[config.mk]
export PLATFORM = sky130hd
export DESIGN_NAME = pgs_power_good_seq
export DESIGN_NICKNAME = d
export VERILOG_FILES = /design/src/rtl/pgs_pkg.sv /design/src/rtl/pgs_sync.sv /design/src/rtl/pgs_rail_hyst.sv /design/src/rtl/pgs_delay_cnt.sv /design/src/rtl/pgs_power_good_seq.sv
export SDC_FILE = /design/constraint.sdc
export NUM_CORES = 1
export LEC_CHECK = 0
export ABC_AREA = 0
export CORE_MARGIN = 3
export CORE_UTILIZATION = 45
export CTS_BUF_LIST = sky130_fd_sc_hd__clkbuf_2
export DETAILED_ROUTE_END_ITERATION = 8
export DONT_BUFFER_PORTS = 1
export GPL_ROUTABILITY_DRIVEN = 0
export PLACE_DENSITY_LB_ADDON = 0.1
export SLEW_MARGIN = 20
export SYNTH_ARGS = -nofsm -noshare
export SYNTH_HDL_FRONTEND = slang
export SYNTH_SLANG_ARGS = --single-unit
[constraint.sdc]
create_clock -name clk -period 3.4 [get_ports clk]
set_input_delay 0.85 -clock clk [delete_from_list [all_inputs] [get_ports clk]]
set_output_delay 0.85 -clock clk [all_outputs]
set_load 0.02 [all_outputs]
[src/rtl/pgs_pkg.sv]
package pgs_pkg;

  localparam int unsigned PANEL_MS_LO = 28;
  localparam int unsigned PANEL_MS_HI = 39;

  // Synchronized input bundle; field order fixes the bit layout of the sync chain.
  typedef struct packed {
    logic panel_n;
    logic ext;
    logic lo;
    logic hi;
  } in_bus_t;

  function automatic int unsigned clamp_ms(input int unsigned ms);
    if (ms < PANEL_MS_LO) return PANEL_MS_LO;
    if (ms > PANEL_MS_HI) return PANEL_MS_HI;
    return ms;
  endfunction

  function automatic int unsigned ms_to_cycles(input int unsigned hz, input int unsigned ms);
    return (hz / 1000) * clamp_ms(ms);
  endfunction

endpackage

[src/rtl/pgs_sync.sv]
module pgs_sync #(
  parameter int W      = 4,
  parameter int STAGES = 2
) (
  input  logic         clk,
  input  logic         rst,
  input  logic [W-1:0] d,
  output logic [W-1:0] q
);

  logic [W-1:0] stg [STAGES];

  always_ff @(posedge clk) begin
    if (rst) begin
      for (int i = 0; i < STAGES; i++) stg[i] <= '0;
    end else begin
      stg[0] <= d;
      for (int i = 1; i < STAGES; i++) stg[i] <= stg[i-1];
    end
  end

  assign q = stg[STAGES-1];

endmodule

[src/rtl/pgs_rail_hyst.sv]
module pgs_rail_hyst (
  input  logic clk,
  input  logic rst,
  input  logic hi_s,
  input  logic lo_s,
  output logic rail_ok
);

  // Falling threshold wins over rising threshold.
  always_ff @(posedge clk) begin
    if (rst)       rail_ok <= 1'b0;
    else if (lo_s) rail_ok <= 1'b0;
    else if (hi_s) rail_ok <= 1'b1;
  end

  // inside the band the state holds.
  assert_band_holds_R6: assert property (@(posedge clk) disable iff (rst)
    (!hi_s && !lo_s) |=> $stable(rail_ok));

  // a low-threshold report always clears the rail state.
  assert_low_clears_R7: assert property (@(posedge clk) disable iff (rst)
    lo_s |=> !rail_ok);

endmodule

[src/rtl/pgs_delay_cnt.sv]
module pgs_delay_cnt #(
  parameter int unsigned LIMIT = 16
) (
  input  logic clk,
  input  logic rst,
  input  logic clr,
  output logic done
);

  localparam int CW = $clog2(LIMIT + 1);
  localparam logic [CW-1:0] LIM = CW'(LIMIT);

  logic [CW-1:0] cnt;

  always_ff @(posedge clk) begin
    if (rst || clr) cnt <= '0;
    else if (!done) cnt <= cnt + 1'b1;
  end

  assign done = (cnt == LIM);

  // the counter never runs past its limit.
  assert_cnt_bounded_R2: assert property (@(posedge clk) disable iff (rst)
    cnt <= LIM);

  // a clear always restarts the count from zero.
  assert_clear_restarts_R7: assert property (@(posedge clk) disable iff (rst)
    clr |=> !done);

  // expiry is sticky until cleared.
  assert_done_sticky_R6: assert property (@(posedge clk) disable iff (rst)
    (done && !clr) |=> done);

endmodule

[src/rtl/pgs_power_good_seq.sv]
module pgs_power_good_seq
  import pgs_pkg::*;
#(
  parameter int unsigned CLK_HZ      = 25_000_000,
  parameter int unsigned FP_MS       = 32,
  parameter int unsigned HOLD_CYC    = 1000,
  parameter int          SYNC_STAGES = 2
) (
  input  logic clk,
  input  logic rst,
  input  logic rail_above_hi,
  input  logic rail_below_lo,
  input  logic ext_good,
  input  logic panel_rst_n,
  output logic pg_main,
  output logic pg_aux
);

  localparam int unsigned FP_CYC = ms_to_cycles(CLK_HZ, FP_MS);
  localparam int          BUS_W  = $bits(in_bus_t);

  in_bus_t raw, syn;
  logic    rail_ok, hold_done, fp_done, panel_act_s, hold_clr, pg_w;

  assign raw.panel_n = panel_rst_n;
  assign raw.ext     = ext_good;
  assign raw.lo      = rail_below_lo;
  assign raw.hi      = rail_above_hi;

  pgs_sync #(.W(BUS_W), .STAGES(SYNC_STAGES)) u_sync (
    .clk (clk),
    .rst (rst),
    .d   (raw),
    .q   (syn)
  );

  pgs_rail_hyst u_hyst (
    .clk     (clk),
    .rst     (rst),
    .hi_s    (syn.hi),
    .lo_s    (syn.lo),
    .rail_ok (rail_ok)
  );

  assign hold_clr    = ~rail_ok | syn.lo;
  assign panel_act_s = ~syn.panel_n;

  pgs_delay_cnt #(.LIMIT(HOLD_CYC)) u_hold (
    .clk  (clk),
    .rst  (rst),
    .clr  (hold_clr),
    .done (hold_done)
  );

  pgs_delay_cnt #(.LIMIT(FP_CYC)) u_panel (
    .clk  (clk),
    .rst  (rst),
    .clr  (panel_act_s),
    .done (fp_done)
  );

  // Qualify with synchronized fault inputs so loss of good bypasses counter latency.
  assign pg_w    = hold_done & fp_done & syn.ext & ~syn.lo & ~panel_act_s;
  assign pg_main = pg_w;
  assign pg_aux  = pg_w;

  // a rise is only possible after the rail state was established.
  assert_rise_after_rail_R2: assert property (@(posedge clk) disable iff (rst)
    $rose(pg_main) |-> $past(rail_ok));

  // a rise is only possible with the panel released for at least a cycle.
  assert_rise_after_panel_R8: assert property (@(posedge clk) disable iff (rst)
    $rose(pg_main) |-> $past(!panel_act_s));

  // a synchronized rail fault is followed by low outputs.
  assert_low_fault_drops_R5: assert property (@(posedge clk) disable iff (rst)
    syn.lo |=> !pg_main);

endmodule

==> results of run 1 <==
cell usage in the layout (no fill, tap or decap), drive strengths merged:
| cell | synthesis | final |
|---|---|---|
| dfxtp | 39 | 39 |
| nor2 | 26 | 26 |
| nand2 | 13 | 13 |
| xnor2 | 13 | 13 |
| nand3 | 9 | 9 |
| nor2b | 9 | 9 |
| inv | 8 | 8 |
| nor3 | 8 | 8 |
| nand4 | 8 | 8 |
| a21oi | 6 | 6 |
| xor2 | 6 | 6 |
| or3 | 5 | 5 |
| clkbuf | 3 | 5 |
| nor4 | 5 | 5 |
| mux2i | 4 | 4 |
| o21ai | 4 | 4 |
| ha | 4 | 4 |
| nand3b | 2 | 2 |
| nand2b | 2 | 2 |
| a31o | 2 | 2 |
| clkinvlp | 0 | 2 |
| nor4b | 2 | 2 |
| or4 | 1 | 1 |
| nand4b | 1 | 1 |
| and2 | 1 | 1 |
| a211oi | 1 | 1 |
| and4 | 1 | 1 |
| o21a | 1 | 1 |
| o22ai | 1 | 1 |
| nor3b | 1 | 1 |
| clkinv | 0 | 1 |
critical path: stages (launching register included):
cell     delay [ps]
dfxtp_1         410
or4_1           570
nor4b_2         270
nor4b_4         380
and2_2          360
kinds of logic (layout without fill, tap and decap cells):
family                     Yosys count  count (layout)  share of synthesized area (%)
muxes                                4               4                           2.36
DFF                                 39              39                           46.0
AOI/OAI and AO/OA                   15              15                           5.24
buffers and inverters               13              16                           3.10
adders and majority gates            4               4                           2.95
xor gates and xnor gates            19              19                           9.81
and+or+nand+nor                     94              94                           30.5
registers in the layout (all words and copies together) (netlist names):
name and cells:
u_sync.stg 8, u_panel.cnt 20, u_hold.cnt 10, u_hyst.rail_ok 1
what timing repair did:
action / in CTS / in global routing
setup endpoints to repair: 0 / 2
hold buffers: 0 / 0
gates resized for setup: 0 / 1
metal layers:
metal  track usage, %  share of wire (%)  up-vias  wire, um
met4             7.34                1.7        0        48
met1             18.5                 48      560      1350
met5                0                  0        -         0
met2             23.3                 45       29      1260
li1                 -                  -      645         -
met3             5.49                4.9        9       137
worst max path at each step:
| stage | startpoint | to | slack (ps) |
|---|---|---|---|
| CTS | u_panel.cnt[3] | pg_main | 50 |
| detailed placement | u_panel.cnt[4] | pg_main | 530 |
| finish | u_panel.cnt[4] | pg_main | 190 |
| floorplan | u_panel.cnt[4] | pg_main | 630 |
| global placement | u_panel.cnt[4] | pg_main | 590 |
| global route | u_panel.cnt[3] | pg_aux | 60 |
synth_stat cells:
| cell type | instances | share of area [%] |
|---|---|---|
| xnor2_1 | 13 | 6.7 |
| ha_1 | 4 | 2.9 |
| xor2_1 | 6 | 3.1 |
| nor4_1 | 4 | 1.5 |
| nand4_2 | 1 | 0.74 |
| nor3_1 | 8 | 2.4 |
| nor4b_2 | 1 | 0.88 |
| nand4_1 | 7 | 2.6 |
| a31o_2 | 2 | 1.0 |
| nand3_1 | 9 | 2.7 |
| nor4b_4 | 1 | 1.4 |
| buf_4 | 1 | 0.44 |
| nor4_2 | 1 | 0.74 |
| o22ai_1 | 1 | 0.37 |
| and2_1 | 1 | 0.37 |
| o21ai_0 | 4 | 1.2 |
| nor2b_1 | 9 | 3.3 |
| buf_1 | 1 | 0.22 |
| clkbuf_1 | 3 | 0.66 |
| nand2_1 | 13 | 2.9 |
| nor3b_1 | 1 | 0.44 |
| nor2_1 | 26 | 5.8 |
| nand3b_1 | 2 | 0.88 |
| or4_1 | 1 | 0.44 |
| o21a_1 | 1 | 0.44 |
| a211oi_1 | 1 | 0.44 |
| dfxtp_1 | 39 | 46 |
| nand4b_1 | 1 | 0.52 |
| a21oi_1 | 6 | 1.8 |
| nand2b_1 | 2 | 0.74 |
| or3_1 | 5 | 1.8 |
| and4_1 | 1 | 0.52 |
| mux2i_1 | 4 | 2.4 |
| inv_1 | 8 | 1.8 |
final cells by class:
cell class,instances,share of cell area [%]
Sequential cell,39,43.9
Inverter,8,1.69
Tap cell,46,3.24
Clock inverter,3,1.13
Multi-Input combinational cell,136,48.6
Clock buffer,5,1.41
power groups by stage:
| stage | clock [mW] | sequential (mW) | combinational [mW] |
|---|---|---|---|
| after global routing | 0.229 | 0.467 | 0.0121 |
| after detailed placement | 0 | 0.475 | 0.0103 |
| after floorplan | 0 | 0.475 | 0.0101 |
| final | 0.202 | 0.466 | 0.0101 |
| after CTS | 0.214 | 0.466 | 0.0103 |
| after global placement | 0 | 0.475 | 0.0100 |
==> metrics, run 1 <==
status=completed; Critical Path RT=between 2000 and 3000 ps; Max FO, Critical Path=6; PortBufs=0; Net Switching=roughly 0.16 mW; Die Y=67.4 um; Hold Path Cell Cnt=1; fin crit period=3210 ps; final worst slack=192 ps; num rows=21; post-CTS setup buffers=0; htree depth=2; P per Cell Area=382 nW/um^2; final core utilization=50.9%; Critical Path Start Type=flop; Multi-input gate area=865 sq um; initial antenna violation count=0; switch share=23.8%; Yosys warnings=0; # clock sinks=39; crit end category=output port; Final Instance Area=1780 sq um; share of layout cells above drive strength 1=under 10%; worst setup path class=flop to output port; WL/cell=11.8 um; Flop pwr share=68.7%; FF+latch area=781 sq um; First-pass DRT Iterations=4; Finish-stage setup viols=0; Cells after DPL=between 200 and 250; fmax=0.312 GHz; Layout area overhead=4.79%; Chip Width=67.4 um; Hold Path Class=flop to flop; worst hold margin=456 ps; Clock Tree Root=clkbuf_2; hold path start=u_sync.stg[0][2]; core area=3490 sq um; Worst Reg-to-Reg Cells=5; worst reg2reg setup slack=1450 ps; fillcell total=316; GRT overflow=0; DRT Wirelength=2800 um; Clk pwr share=between 20% and 30%; vias per inst=roughly 5.2; r2r endpoint=u_panel.cnt[18]; mapped cell area=about 1700 sq um; fin crit share=94.4%; Clock transition at path regs=210 ps; Int Pwr=0.517 mW; Slew Limit Headroom=approximately 52%; CP Data Arrival Time=2360 ps; post-route DRC violation count=0; max cap viols=0; Worst Tran Pin Value=just over 700 ps; flops & latches, synth=39; Clk Latency, worst-skew pair=390 ps; vias post-DR=1,243; Max Slew Vio Count=0; diode count=0; skew final=19.1 ps; Peak VDD IR=roughly 0.00027 V; Die Area=4540 sq um; worst r2r src=u_panel.cnt[0]; Tot GR Track Use=between 10% and 20%; final non-filler cell total=237; syn_nets=198; largest net degree at the start of global routing=20; sequential area share after synthesis=46.0%; ANT nets after route=0; hold path endpoint=u_sync.stg[0][6]; Initial Util=48.5%; Final Power=0.678 mW; Fin. Hold Viols=0; placed inst area=approximately 1700 sq um; Clock Path Buffers=2; Leak Pwr=0.520 nW; post-synthesis cell type count=34; DRT iter0 DRCs=45; unrepaired setup endpoints after global routing=no; global-route wire length before repair=approximately 5000 um; DP HPWL=2050 um; Post-Syn Instances=188; CTS buffer count=5; Ports=8; DP Worst Slack=~530 ps; vias in the first global route=1,219; Fin Setup TNS=0 ps; CTS tree=yes; Logic pwr share=1.5%; Final #Nets=200; Syn Area/Cell=9.02 sq um
Note: power is estimated with default switching activity, not from simulation.
==> run 2: changes to the inputs <==
--- a/config.mk
+++ b/config.mk
@@ -6,7 +6,6 @@
 export NUM_CORES = 1
 export LEC_CHECK = 0
 export ABC_AREA = 0
-export CORE_MARGIN = 3
 export CORE_UTILIZATION = 45
 export CTS_BUF_LIST = sky130_fd_sc_hd__clkbuf_2
 export DETAILED_ROUTE_END_ITERATION = 8
==> metrics, run 2 (synthesis results as in run 1) <==
Die Y=63.4 um (-5.9%); Ports=8 (unchanged); Critical Path Start Type=flop; post-route DRC violation count=0 (unchanged); Critical Path RT=2550 ps (about the same); Largest regs=u_panel.cnt: 20 flops, u_hold.cnt: 10 flops, u_sync.stg: 8 flops; global-route wire length before repair=5070 um (-1.5%); Fin. Hold Viols=0 (unchanged); Max FO, Critical Path=5 (-1); Fin Setup TNS=0 ps (unchanged); Tot GR Track Use=16.1% (+1.0 points); Finish-stage setup viols=0 (unchanged); share of layout cells above drive strength 1=6.28% (-1.6 points); Max Slew Vio Count=0 (unchanged); DP HPWL=2070 um (+1.3%); PortBufs=0 (unchanged); largest reg by FF count=u_panel.cnt; Layout area overhead=4.42%; Slew Limit Headroom=51.1% (-0.92 points); Post-CTS Hold Buffers=0 (unchanged); r2r endpoint=u_panel.cnt[18]; diode count=0 (unchanged); ANT nets after route=0 (unchanged); status=completed; cts repair resizes=0 (unchanged); First-pass DRT Iterations=5 (+1); Clock Path Buffers=2 (unchanged); DRT Wirelength=2890 um (+3.1%); hold path endpoint=u_hyst.rail_ok; htree depth=2 (unchanged); Hold Path Cell Cnt=1 (unchanged); most frequent cells in the layout=dfxtp_1, nor2_1, nand2_1, xnor2_1; Die Area=4020 sq um (-12%); Hold Path Class=flop to flop; num rows=21 (unchanged); worst reg2reg setup slack=1500 ps (+50 ps); max FFs per register=20 (unchanged); crit end category=output port; Final Power=0.672 mW (-0.96%); skew final=10.4 ps (-8.74 ps); Worst Tran Pin Value=733 ps (+13.9 ps); vias post-DR=1,268 (+2.0%); GRT overflow=0 (unchanged); Clk Latency, worst-skew pair=380 ps (about the same); Worst Reg-to-Reg Cells=5 (unchanged); Final #Nets=200 (unchanged); Initial Util=48.9% (+0.37 points); fin crit share=95.8% (+1.4 points); vias in the first global route=1,220 (+0.082%); Leak Pwr=0.518 nW (-0.33%); largest net degree at the start of global routing=20 (unchanged); core area=3470 sq um (-0.75%); unrepaired setup endpoints after global routing=no; commonest non-fill, non-tap cell in the layout=dfxtp_1; P per Cell Area=379 nW/um^2 (-0.61%); # clock sinks=39 (unchanged); hold path start=u_sync.stg[0][4]; max cap viols=0 (unchanged); worst r2r src=u_panel.cnt[0]; Clock transition at path regs=190 ps (-20 ps); CP Data Arrival Time=2410 ps (+50 ps); vias per inst=5.35 (+2.0%); Clock Tree Root=clkbuf_2; CTS tree=yes; fin crit period=3260 ps (+47.7 ps); Peak VDD IR=0.000250 V (-6.8%); DRT iter0 DRCs=62 (+38%); worst setup path class=flop to output port; initial antenna violation count=0 (unchanged); Chip Width=63.4 um (-5.9%); post-CTS setup buffers=0 (unchanged); WL/cell=12.2 um (+3.1%); CTS buffer count=5 (unchanged); fmax=0.307 GHz (-1.5%)
[run 2: cell count changes in the layout (fill, tap and decap cells not counted), sizes merged]
cell      change
clkinv        +1
clkinvlp      -1
[run 2: worst max path at each step]
| stage | from | endpoint | slack, ps | cells past startpoint |
|---|---|---|---|---|
| after floorplan | u_panel.cnt[4] | pg_main | 630 | 5 |
| after global placement | u_panel.cnt[4] | pg_aux | 590 | 4 |
| after detailed placement | u_panel.cnt[4] | pg_main | 580 | 4 |
| after CTS | u_panel.cnt[3] | pg_main | 90 | 4 |
| after global routing | u_panel.cnt[3] | pg_main | 10 | 4 |
| final | u_panel.cnt[3] | pg_main | 140 | 4 |
[run 2: metal layers]
metal | wire length, um | part of all wire [%] | global-route usage, % | vias up
li1 | - | - | - | 650
met1 | 1380 | 48 | 18.7 | 594
met2 | 1380 | 48 | 26.7 | 20
met3 | 87 | 3.0 | 5.07 | 4
met4 | 35 | 1.2 | 7.39 | 0
met5 | 0 | 0 | 0 | -
[run 2: cell type report]
class                           instances  area [sq um]
Clock buffer                            5          25.0
Clock inverter                          3          15.0
Fill cell                             341          1700
Inverter                                8          30.0
Multi-Input combinational cell        136           863
Sequential cell                        39           781
Tap cell                               46          57.6
[run 2: through the flow]
stage	setup WS, ps	cells	util (%)	hold WS, ps	cell area (sq um)
2_1_floorplan	627	188	-	405	1700
3_3_place_gp	589	229	49.9	408	1730
3_5_place_dp	584	229	49.9	414	1730
4_1_cts	89.5	237	51.1	456	1770
5_1_grt	15.0	237	51.1	458	1770
6_report	144	237	51.1	450	1770
[run 2: critical path, stage by stage (launching register included)]
cell	delay, ps
dfxtp_1	390
or4_1	550
nor4b_2	250
nor4b_4	380
and2_1	440
[run 2: power breakdown]
group	leakage (nW)	total (mW)	switching (mW)	internal, mW
sequential	0.316	0.466	0.00230	0.463
clock	0.0241	0.196	0.150	0.0459
combinational	0.178	0.0102	0.00551	0.00470
total	0.518	0.672	0.158	0.514
==> run 3: changes to the inputs <==
--- a/config.mk
+++ b/config.mk
@@ -6,7 +6,9 @@
 export NUM_CORES = 1
 export LEC_CHECK = 0
 export ABC_AREA = 0
-export CORE_UTILIZATION = 45
+export CELL_PAD_IN_SITES_DETAIL_PLACEMENT = 0
+export CELL_PAD_IN_SITES_GLOBAL_PLACEMENT = 1
+export CORE_UTILIZATION = 40
 export CTS_BUF_LIST = sky130_fd_sc_hd__clkbuf_2
 export DETAILED_ROUTE_END_ITERATION = 8
 export DONT_BUFFER_PORTS = 1
==> metrics, run 3 (synthesis results as in run 1) <==
max FFs per register=20 (unchanged); hold path endpoint=u_hyst.rail_ok; # clock sinks=39 (unchanged); WL/cell=11.6 um (-4.9%); Worst Reg-to-Reg Cells=5 (unchanged); First-pass DRT Iterations=4 (-1); Fin Setup TNS=0 ps (unchanged); skew final=9.40 ps (-0.957 ps); unrepaired setup endpoints after global routing=no; global-route wire length before repair=4930 um (-2.9%); Hold Path Class=flop to flop; most frequent cells in the layout=dfxtp_1, nor2_1, nand2_1, xnor2_1; DRT Wirelength=2820 um (-2.1%); final worst slack=277 ps (+133 ps); PortBufs=0 (unchanged); worst reg2reg setup slack=1480 ps (-20 ps); Leak Pwr=0.552 nW (+6.5%); Initial Util=42.1% (-6.8 points); Cells after DPL=233 (+1.7%); Critical Path RT=2550 ps (about the same); DP HPWL=2010 um (-3.3%); htree depth=2 (unchanged); placed inst area=1740 sq um (+0.29%); fillcell total=387 (+13%); Largest regs=u_panel.cnt: 20 flops, u_hold.cnt: 10 flops, u_sync.stg: 8 flops; Peak VDD IR=0.000264 V (+5.3%); Ports=8 (unchanged); core area=4030 sq um (+16%); hold path start=u_sync.stg[0][4]; fin crit period=3120 ps (-133 ps); Clock transition at path regs=190 ps (about the same); Clock Tree Root=clkbuf_2; worst r2r src=u_panel.cnt[4]; Chip Width=67.1 um (+5.9%); max cap viols=0 (unchanged); CTS buffer count=5 (unchanged); crit end category=output port; vias post-DR=1,249 (-1.5%); Worst Tran Pin Value=718 ps (-15.5 ps); Finish-stage setup viols=0 (unchanged); Die Y=67.1 um (+5.9%); DRT iter0 DRCs=60 (-3.2%); Clk Latency, worst-skew pair=380 ps (about the same); fmax=0.320 GHz (+4.2%); r2r endpoint=u_panel.cnt[1]; ANT nets after route=0 (unchanged); Multi-input gate area=865 sq um (+0.14%); FF+latch area=781 sq um (unchanged); Die Area=4510 sq um (+12%); Fin. Hold Viols=0 (unchanged); diode count=0 (unchanged); P per Cell Area=409 nW/um^2 (+7.9%); Tot GR Track Use=14.9% (-1.2 points); Clock Path Buffers=2 (unchanged); worst hold margin=455 ps (+4.40 ps); largest reg by FF count=u_panel.cnt; worst setup path class=flop to output port; fin crit share=91.9% (-3.9 points); largest net degree at the start of global routing=20 (unchanged); Final #Nets=203 (+1.5%); final non-filler cell total=244 (+3.0%); num rows=23 (+9.5%); GRT overflow=0 (unchanged); Critical Path Start Type=flop; status=completed; initial antenna violation count=0 (unchanged); CP Data Arrival Time=2270 ps (-140 ps); Layout area overhead=7.52%; commonest non-fill, non-tap cell in the layout=dfxtp_1; Max Slew Vio Count=0 (unchanged); post-route DRC violation count=0 (unchanged); vias per inst=5.12 (-4.3%); share of layout cells above drive strength 1=8.76% (+2.5 points); Hold Path Cell Cnt=1 (unchanged); Slew Limit Headroom=52.2% (+1.0 points); DP Worst Slack=554 ps (-29.9 ps); Final Instance Area=1820 sq um (+3.0%); Max FO, Critical Path=6 (+1); vias in the first global route=1,167 (-4.3%); CTS tree=yes
-- run 3: changes by cell type in the layout (fill, tap and decap cells not counted) --
cell,previous run,this run
clkinv_1,2,1
and2_1,1,0
and2_2,0,1
buf_4,0,3
clkinvlp_4,1,0
clkinv_2,0,1
bufinv_16,0,1
-- run 3: report_power, final --
part | internal (mW) | switching (mW)
registers | 0.463 | 0.00237
clock network | 0.121 | 0.149
logic | 0.00470 | 0.00541
total | 0.589 | 0.157
-- run 3: worst max-delay path by stage --
stage          depth (start not counted)            from       to
3_3_place_gp                           4  u_panel.cnt[4]   pg_aux
5_1_grt                                4  u_panel.cnt[3]  pg_main
2_1_floorplan                          5  u_panel.cnt[4]  pg_main
4_1_cts                                4  u_panel.cnt[4]  pg_main
3_5_place_dp                           4  u_panel.cnt[4]  pg_main
6_report                               4  u_panel.cnt[4]  pg_main
-- run 3: layer usage --
metal	GRT usage (%)	part of all wire, %	up-vias
li1	-	-	652
met1	18.3	50	582
met2	21.8	46	10
met3	5.31	2.2	5
met4	9.57	1.8	0
met5	0	0	-
-- run 3: worst max-delay path, stage by stage (launching register included) --
cell and delay (ps):
dfxtp_1 410, or4_1 550, nor4b_2 250, nor4b_4 340, and2_2 350
-- run 3: what timing repair did --
action / in CTS / in global routing
gates resized for setup: 0 / 1
hold buffers: 0 / 0
setup buffers: 0 / 3
setup endpoints to repair: 0 / 2
-- run 3: through the flow --
step | utilization [%] | power [mW]
final | 45.3 | 0.746
after global routing | 45.3 | 0.781
after CTS | 44.7 | 0.759
after detailed placement | 43.1 | 0.486
after global placement | 43.1 | 0.485
after floorplan | - | 0.485
-- run 3: final cells by class --
cell class	count	share of cell area [%]
Clock buffer	5	1.37
Clock inverter	3	2.13
Inverter	8	1.65
Multi-Input combinational cell	136	47.4
Sequential cell	39	42.8
Tap cell	50	3.43
Timing Repair Buffer	3	1.23
